==> src/rtl/spi_rxr_pkg.sv <==
package spi_rxr_pkg;
    // status bit positions (bit 15 is the most significant, first on the wire)
    localparam int ST_EMPTY = 15;
    localparam int ST_RSVD  = 14;
    localparam int ST_WRAP  = 13;
    localparam int ST_INTR  = 12;
    localparam int ST_LAST  = 11;
    localparam int ST_CONT  = 9;
    localparam int ST_OVR   = 1;
    localparam int ST_MERR  = 0;

    // descriptor layout in bytes
    localparam int DESC_SIZE = 8;
    localparam int OFF_LEN   = 2;
    localparam int OFF_PHI   = 4;
    localparam int OFF_PLO   = 6;

    // event bit indices
    localparam int EV_RXB  = 0;
    localparam int EV_PERR = 1;
    localparam int EV_N    = 2;

    typedef enum logic [3:0] {
        S_IDLE,
        S_RDST,
        S_CKST,
        S_RDPH,
        S_RDPL,
        S_CKPL,
        S_RECV,
        S_WLEN,
        S_WST
    } rxr_state_e;
endpackage

==> src/rtl/rxr_status_fmt.sv <==
module rxr_status_fmt
    import spi_rxr_pkg::*;
(
    input  logic [15:0] fetched,
    input  logic        last,
    input  logic        ovr,
    output logic [15:0] closed
);
    always_comb begin
        closed           = '0;
        closed[ST_WRAP]  = fetched[ST_WRAP];
        closed[ST_INTR]  = fetched[ST_INTR];
        closed[ST_CONT]  = fetched[ST_CONT];
        closed[ST_LAST]  = last;
        closed[ST_OVR]   = ovr;
        closed[ST_MERR]  = 1'b0;
        closed[ST_EMPTY] = 1'b0;
        closed[ST_RSVD]  = 1'b0;
    end
endmodule

==> src/rtl/rxr_event.sv <==
module rxr_event #(
    parameter int N = 2
) (
    input  logic         clk,
    input  logic         rst_n,
    input  logic [N-1:0] set,
    input  logic [N-1:0] clr,
    input  logic [N-1:0] mask,
    output logic [N-1:0] evt,
    output logic         irq
);
    logic [N-1:0] evt_d, evt_q;

    always_comb begin
        for (int i = 0; i < N; i++) begin
            evt_d[i] = set[i] | (evt_q[i] & ~clr[i]);
        end
    end

    always_ff @(posedge clk) begin
        if (!rst_n) evt_q <= '0;
        else        evt_q <= evt_d;
    end

    assign evt = evt_q;
    assign irq = |(evt_q & mask);
endmodule

==> src/rtl/rxr_fsm.sv <==
module rxr_fsm
    import spi_rxr_pkg::*;
#(
    parameter int AW = 32,
    parameter int LW = 16
) (
    input  logic          clk,
    input  logic          rst_n,
    input  logic          en,
    input  logic [AW-1:0] ring_base,
    input  logic [LW-1:0] max_len,
    input  logic          rx_valid,
    input  logic [7:0]    rx_data,
    input  logic          ss_n,
    output logic          mem_req,
    output logic          mem_we,
    output logic [AW-1:0] mem_addr,
    output logic [1:0]    mem_be,
    output logic [15:0]   mem_wdata,
    input  logic [15:0]   mem_rdata,
    output logic [15:0]   fmt_fetched,
    output logic          fmt_last,
    output logic          fmt_ovr,
    input  logic [15:0]   fmt_closed,
    output logic [EV_N-1:0] ev_set
);
    localparam int PW = 32;

    typedef struct packed {
        rxr_state_e    st;
        logic [AW-1:0] desc;
        logic [PW-1:0] ptr;
        logic [15:0]   stat;
        logic [LW-1:0] cnt;
        logic          last;
        logic          ovr;
        logic          perr;
    } rxr_regs_t;

    rxr_regs_t q, d;
    logic [AW-1:0] byte_addr;
    logic [LW:0]   cnt_nx;

    assign byte_addr   = q.ptr[AW-1:0] + AW'(q.cnt);
    assign cnt_nx      = {1'b0, q.cnt} + 1'b1;
    assign fmt_fetched = q.stat;
    assign fmt_last    = q.last;
    assign fmt_ovr     = q.ovr;

    always_comb begin
        d         = q;
        mem_req   = 1'b0;
        mem_we    = 1'b0;
        mem_addr  = q.desc;
        mem_be    = 2'b11;
        mem_wdata = '0;
        ev_set    = '0;

        // characters that cannot be stored are dropped and remembered
        if (rx_valid && q.st != S_RECV) d.ovr = 1'b1;

        unique case (q.st)
            S_IDLE: begin
                d.desc = ring_base;
                if (en) d.st = S_RDST;
            end
            S_RDST: begin
                mem_req = 1'b1;
                d.st    = S_CKST;
            end
            S_CKST: begin
                d.stat = mem_rdata;
                d.st   = mem_rdata[ST_EMPTY] ? S_RDPH : S_RDST;
            end
            S_RDPH: begin
                mem_req  = 1'b1;
                mem_addr = q.desc + AW'(OFF_PHI);
                d.st     = S_RDPL;
            end
            S_RDPL: begin
                mem_req  = 1'b1;
                mem_addr = q.desc + AW'(OFF_PLO);
                d.ptr    = {mem_rdata, 16'h0000};
                d.st     = S_CKPL;
            end
            S_CKPL: begin
                d.ptr[15:0] = mem_rdata;
                d.cnt       = '0;
                d.last      = 1'b0;
                if (mem_rdata[0]) begin
                    d.perr = 1'b1;
                    d.st   = S_WLEN;
                end else begin
                    d.st   = S_RECV;
                end
            end
            S_RECV: begin
                if (rx_valid) begin
                    mem_req   = 1'b1;
                    mem_we    = 1'b1;
                    mem_addr  = byte_addr;
                    mem_be    = byte_addr[0] ? 2'b01 : 2'b10;
                    mem_wdata = {rx_data, rx_data};
                    d.cnt     = cnt_nx[LW-1:0];
                    if (cnt_nx >= {1'b0, max_len}) d.st = S_WLEN;
                end else if (ss_n && q.cnt != '0) begin
                    d.last = 1'b1;
                    d.st   = S_WLEN;
                end
            end
            S_WLEN: begin
                mem_req   = 1'b1;
                mem_we    = 1'b1;
                mem_addr  = q.desc + AW'(OFF_LEN);
                mem_wdata = 16'(q.cnt);
                d.st      = S_WST;
            end
            S_WST: begin
                mem_req          = 1'b1;
                mem_we           = 1'b1;
                mem_wdata        = fmt_closed;
                ev_set[EV_RXB]   = q.stat[ST_INTR];
                ev_set[EV_PERR]  = q.perr;
                d.ovr            = rx_valid;
                d.perr           = 1'b0;
                d.desc           = q.stat[ST_WRAP] ? ring_base : q.desc + AW'(DESC_SIZE);
                d.st             = S_RDST;
            end
            default: d.st = S_IDLE;
        endcase

        if (!en) begin
            d.st   = S_IDLE;
            d.desc = ring_base;
            d.ovr  = 1'b0;
            d.perr = 1'b0;
        end
    end

    always_ff @(posedge clk) begin
        if (!rst_n) begin
            q.st   <= S_IDLE;
            q.desc <= '0;
            q.ptr  <= '0;
            q.stat <= '0;
            q.cnt  <= '0;
            q.last <= 1'b0;
            q.ovr  <= 1'b0;
            q.perr <= 1'b0;
        end else begin
            q <= d;
        end
    end
endmodule

==> src/rtl/spi_rx_ring_dma.sv <==
module spi_rx_ring_dma
    import spi_rxr_pkg::*;
#(
    parameter int AW = 32,
    parameter int LW = 16
) (
    input  logic          clk,
    input  logic          rst_n,
    input  logic          en,
    input  logic [AW-1:0] ring_base,
    input  logic [LW-1:0] max_len,
    input  logic          rx_valid,
    input  logic [7:0]    rx_data,
    input  logic          ss_n,
    output logic          mem_req,
    output logic          mem_we,
    output logic [AW-1:0] mem_addr,
    output logic [1:0]    mem_be,
    output logic [15:0]   mem_wdata,
    input  logic [15:0]   mem_rdata,
    input  logic [1:0]    evt_mask,
    input  logic [1:0]    evt_clr,
    output logic [1:0]    evt,
    output logic          irq
);
    logic [15:0]     fetched, closed;
    logic            last, ovr;
    logic [EV_N-1:0] ev_set;

    rxr_fsm #(.AW(AW), .LW(LW)) u_fsm (
        .clk        (clk),
        .rst_n      (rst_n),
        .en         (en),
        .ring_base  (ring_base),
        .max_len    (max_len),
        .rx_valid   (rx_valid),
        .rx_data    (rx_data),
        .ss_n       (ss_n),
        .mem_req    (mem_req),
        .mem_we     (mem_we),
        .mem_addr   (mem_addr),
        .mem_be     (mem_be),
        .mem_wdata  (mem_wdata),
        .mem_rdata  (mem_rdata),
        .fmt_fetched(fetched),
        .fmt_last   (last),
        .fmt_ovr    (ovr),
        .fmt_closed (closed),
        .ev_set     (ev_set)
    );

    rxr_status_fmt u_fmt (
        .fetched(fetched),
        .last   (last),
        .ovr    (ovr),
        .closed (closed)
    );

    rxr_event #(.N(EV_N)) u_evt (
        .clk  (clk),
        .rst_n(rst_n),
        .set  (ev_set),
        .clr  (evt_clr),
        .mask (evt_mask),
        .evt  (evt),
        .irq  (irq)
    );
endmodule

==> config.mk <==
export PLATFORM = sky130hd
export DESIGN_NAME = spi_rx_ring_dma
export DESIGN_NICKNAME = d
export VERILOG_FILES = /design/src/rtl/spi_rxr_pkg.sv /design/src/rtl/rxr_status_fmt.sv /design/src/rtl/rxr_event.sv /design/src/rtl/rxr_fsm.sv /design/src/rtl/spi_rx_ring_dma.sv
export SDC_FILE = /design/constraint.sdc
export NUM_CORES = 1
export LEC_CHECK = 0
export ABC_AREA = 0
export BUFFER_PORTS_ARGS = -buffer_cell sky130_fd_sc_hd__buf_4
export CAP_MARGIN = 20
export CORE_MARGIN = 4
export CORE_UTILIZATION = 42
export CTS_BUF_LIST = sky130_fd_sc_hd__clkbuf_4
export DETAILED_ROUTE_END_ITERATION = 6
export GPL_ROUTABILITY_DRIVEN = 0
export SYNTH_ARGS = -nofsm -noshare
export SYNTH_HDL_FRONTEND = slang
export SYNTH_SLANG_ARGS = --single-unit
==> constraint.sdc <==
create_clock -name clk -period 10.1 [get_ports clk]
set_input_delay 2.02 -clock clk [delete_from_list [all_inputs] [get_ports clk]]
set_output_delay 2.02 -clock clk [all_outputs]
set_load 0.005 [all_outputs]
==> impl_metrics.tcl <==
set metrics [dict create \
    grt_use_met2_pct 39.9 \
    synth.distinct_cells 79 \
    worst_pin_slew_ns 0.963 \
    setup_viol 0 \
    synth-warning-count 0 \
    p_leak_nw 3.61 \
    intPower_mw 0.535 \
    synth_edf_count 0 \
    cts_buffer_depth 2 \
    via_per_inst 5.95 \
    violations "DRC" \
    tns_ns 0 \
    cp_data_arrival_time_ns 4.54 \
    top_usage_layer "met2" \
    fin_ws_ns 3.54 \
    syn_inst 1080 \
    cts_root_buf "clkbuf_4" \
    met1_usage_pct 38.3 \
    initial_core_util_pct 42.9 \
    clkPwrFrac_pct 32.2 \
    antenna_found_initial 1 \
    cts_buffers 9 \
    max_slew_margin_pct 35.6 \
    muxShareOfSynthArea_pct 0.663 \
    track_usage_pct 26.1 \
    finalCritPeriodShare_pct 65.0 \
    pwr-share-seq_pct 52.3 \
    finalMaxSlewViolations 0 \
    pwr-share-comb_pct 15.5 \
    yosys.area_share.simple_pct 29.9 \
    cts_tree "done" \
    cp-end-kind "primary output" \
    synth_top_family_by_area "simple AND/OR/NAND/NOR gates" \
    routedWlPerCell_um 19.5 \
    hold_buffers 0 \
    holdPathStages 2 \
    die_h_um 144 \
    vias 8333 \
    drtPass1Iterations 7 \
    drcViolationCount 3 \
    drtIter0Drc 865 \
    path_clk_slew_ns 0.16 \
    fmax_ghz 0.152 \
    synthXorXnorAreaFrac_pct 5.17 \
    final_common_cell "nand2_1" \
    rsz0062_at_grt "false" \
    reg2regPathDepth 14 \
    antenna_left 0 \
    wl_um 27300 \
    fin_skew_ns 0.0155 \
    ir_drop_v 0.0000711 \
    dp.final_hpwl_um 20900 \
    boundaryPins 136 \
    synth_ff_type "dfxtp_1" \
    io_buffers 135 \
    rrSetupSlack_ns 6.43 \
    required_ns 8.08 \
    cap_violations 0 \
    synth.yosys.seq_area_share_pct 23.8 \
    cts.sinks 92 \
    finalHoldViolCount 0 \
    dieArea_um2 20700 \
    synthTopCellsByArea "dfxtp_1 (24%), nand2_1 (7.4%), ha_1 (6.0%)" \
    cp-start-kind "register" \
    p_sw_mw 0.223 \
    overflow 0 \
    criticalPathCategory "reg -> out" \
    area_growth_pct 16.3 \
    power_density_nw_per_um2 84.2 \
    synth-adder-area-share_pct 6.50 \
    ctsResizeCount 0 \
    hp-class "reg -> reg" \
    grt_max_degree 88 \
    core_um2 18000 \
    synth_top_area_share_pct 23.8 \
    syn_area_um2 7740 \
    row_count 49 \
    use_met3_pct 4.69 \
    avgSynthCellArea_um2 7.17 \
    chipWidth_um 144 \
    layout-drive-gt1-share_pct 16.7 \
    syn_nets 1200 \
    final_cell_mix "nand2_1 (153), buf_4 (146), dfxtp_1 (92)" \
    ctsHtreeMaxLevel 3 \
    p_sw_share_pct 29.4 \
    synth_compound_area_share_pct 28.4 \
    yosysTopAreaCell "dfxtp_1" \
    nets 1286 \
    post_cts_buffers 0 \
    first_global_vias 7602 \
    synthArstFlopShare_pct 0 \
    fin_crit_ns 6.56 \
    pre_cts_ws_ns 3.48 \
    grt_pass1_wl_um 42700 \
    synth_seq_cells 92 \
    critPathMaxFanout 27 \
    clk_latency_ns 0.48 \
    status "finished with violations" \
]
==> metrics by stage <==
| step | instances | area, um^2 | hold WS, ns | utilization [%] | total power [mW] |
|---|---|---|---|---|---|
| floorplan | 1080 | 7740 | 0.444 | - | 0.455 |
| global placement | 1383 | 8830 | 0.457 | 49.0 | 0.520 |
| detailed placement | 1383 | 8830 | 0.465 | 49.0 | 0.520 |
| CTS | 1399 | 9000 | 0.485 | 49.9 | 0.764 |
| global route | 1401 | 9010 | 0.508 | 50.0 | 0.792 |
| finish | 1401 | 9010 | 0.480 | 50.0 | 0.758 |
==> state kept, by name, summed over array words and instances (netlist names) <==
register,count
u_evt.evt,2
u_fsm.fmt_fetched,3
u_fsm.fmt_last,1
u_fsm.fmt_ovr,1
u_fsm.q,85
==> path summary, 6_finish.rpt <==
check / startpoint / to
setup / recovery: u_fsm.q[99]$_SDFFE_PN0P_ / mem_addr[20]
hold / removal: u_fsm.q[50]$_SDFFE_PN0P_ / u_fsm.q[50]$_SDFFE_PN0P_
setup reg to reg: u_fsm.q[3]$_SDFFE_PN0P_ / u_fsm.q[102]$_SDFFE_PN0P_
hold reg to reg: u_fsm.q[50]$_SDFFE_PN0P_ / u_fsm.q[50]$_SDFFE_PN0P_
==> final cells by class <==
cell class / count / area, um^2
Clock inverter: 7 / 98.8
Tap cell: 229 / 287
Inverter: 34 / 128
Clock buffer: 9 / 67.6
Fill cell: 1868 / 9020
Antenna cell: 1 / 2.50
Multi-Input combinational cell: 883 / 5490
Timing Repair Buffer: 146 / 1100
Sequential cell: 92 / 1840
==> logic make-up (layout without fill, tap and decap cells) <==
family,after synthesis,count (layout)
simple gates,463,463
mux,5,5
buf+inv,105,196
compound gates,332,332
xor+xnor,44,44
flops,92,92
fa+ha+maj,39,39
other cells,0,1
==> power groups by stage <==
stage               registers, mW  clock network [mW]  logic (mW)
finish                      0.397               0.244       0.117
global route                0.399               0.264       0.129
detailed placement          0.404                   0       0.117
floorplan                   0.389                   0      0.0657
CTS                         0.396               0.251       0.117
global placement            0.404                   0       0.116
==> worst max-delay path, cell delays in order, from the launching register on <==
cell     delay (ns)
dfxtp_1        0.99
nand2_1        0.31
nor2_1         0.25
buf_4          0.25
inv_1          0.14
ha_1           0.31
a21oi_1        0.41
nor2_1         0.16
a22oi_1        0.37
or3_1          0.22
nor2_1         0.05
o22ai_1        0.22
o21ai_0        0.17
buf_4          0.20
==> cells in the mapped netlist, drive strengths merged, types with 6 or more instances <==
master	count
dfxtp	92
nand4	15
nor3b	7
a31oi	10
and2	14
o221ai	6
o211ai	6
nor2b	36
nand2	153
ha	37
o31ai	7
buf	23
and3	15
a21oi	58
a221oi	10
o21ai	97
inv	34
a21o	25
or3	6
nor4	10
nor2	73
xor2	18
o22ai	7
nor3	49
xnor2	26
clkbuf	48
nand3	61
nand2b	10
a22oi	16
a22o	10
a21boi	51
==> layer usage <==
layer  share of wire, %  vias to the layer above
met5                  0                        -
met4                1.4                        0
met3                8.3                       28
met2                 44                      363
met1                 46                     3884
li1                   -                     4058
(Power assumes the default switching activity.)
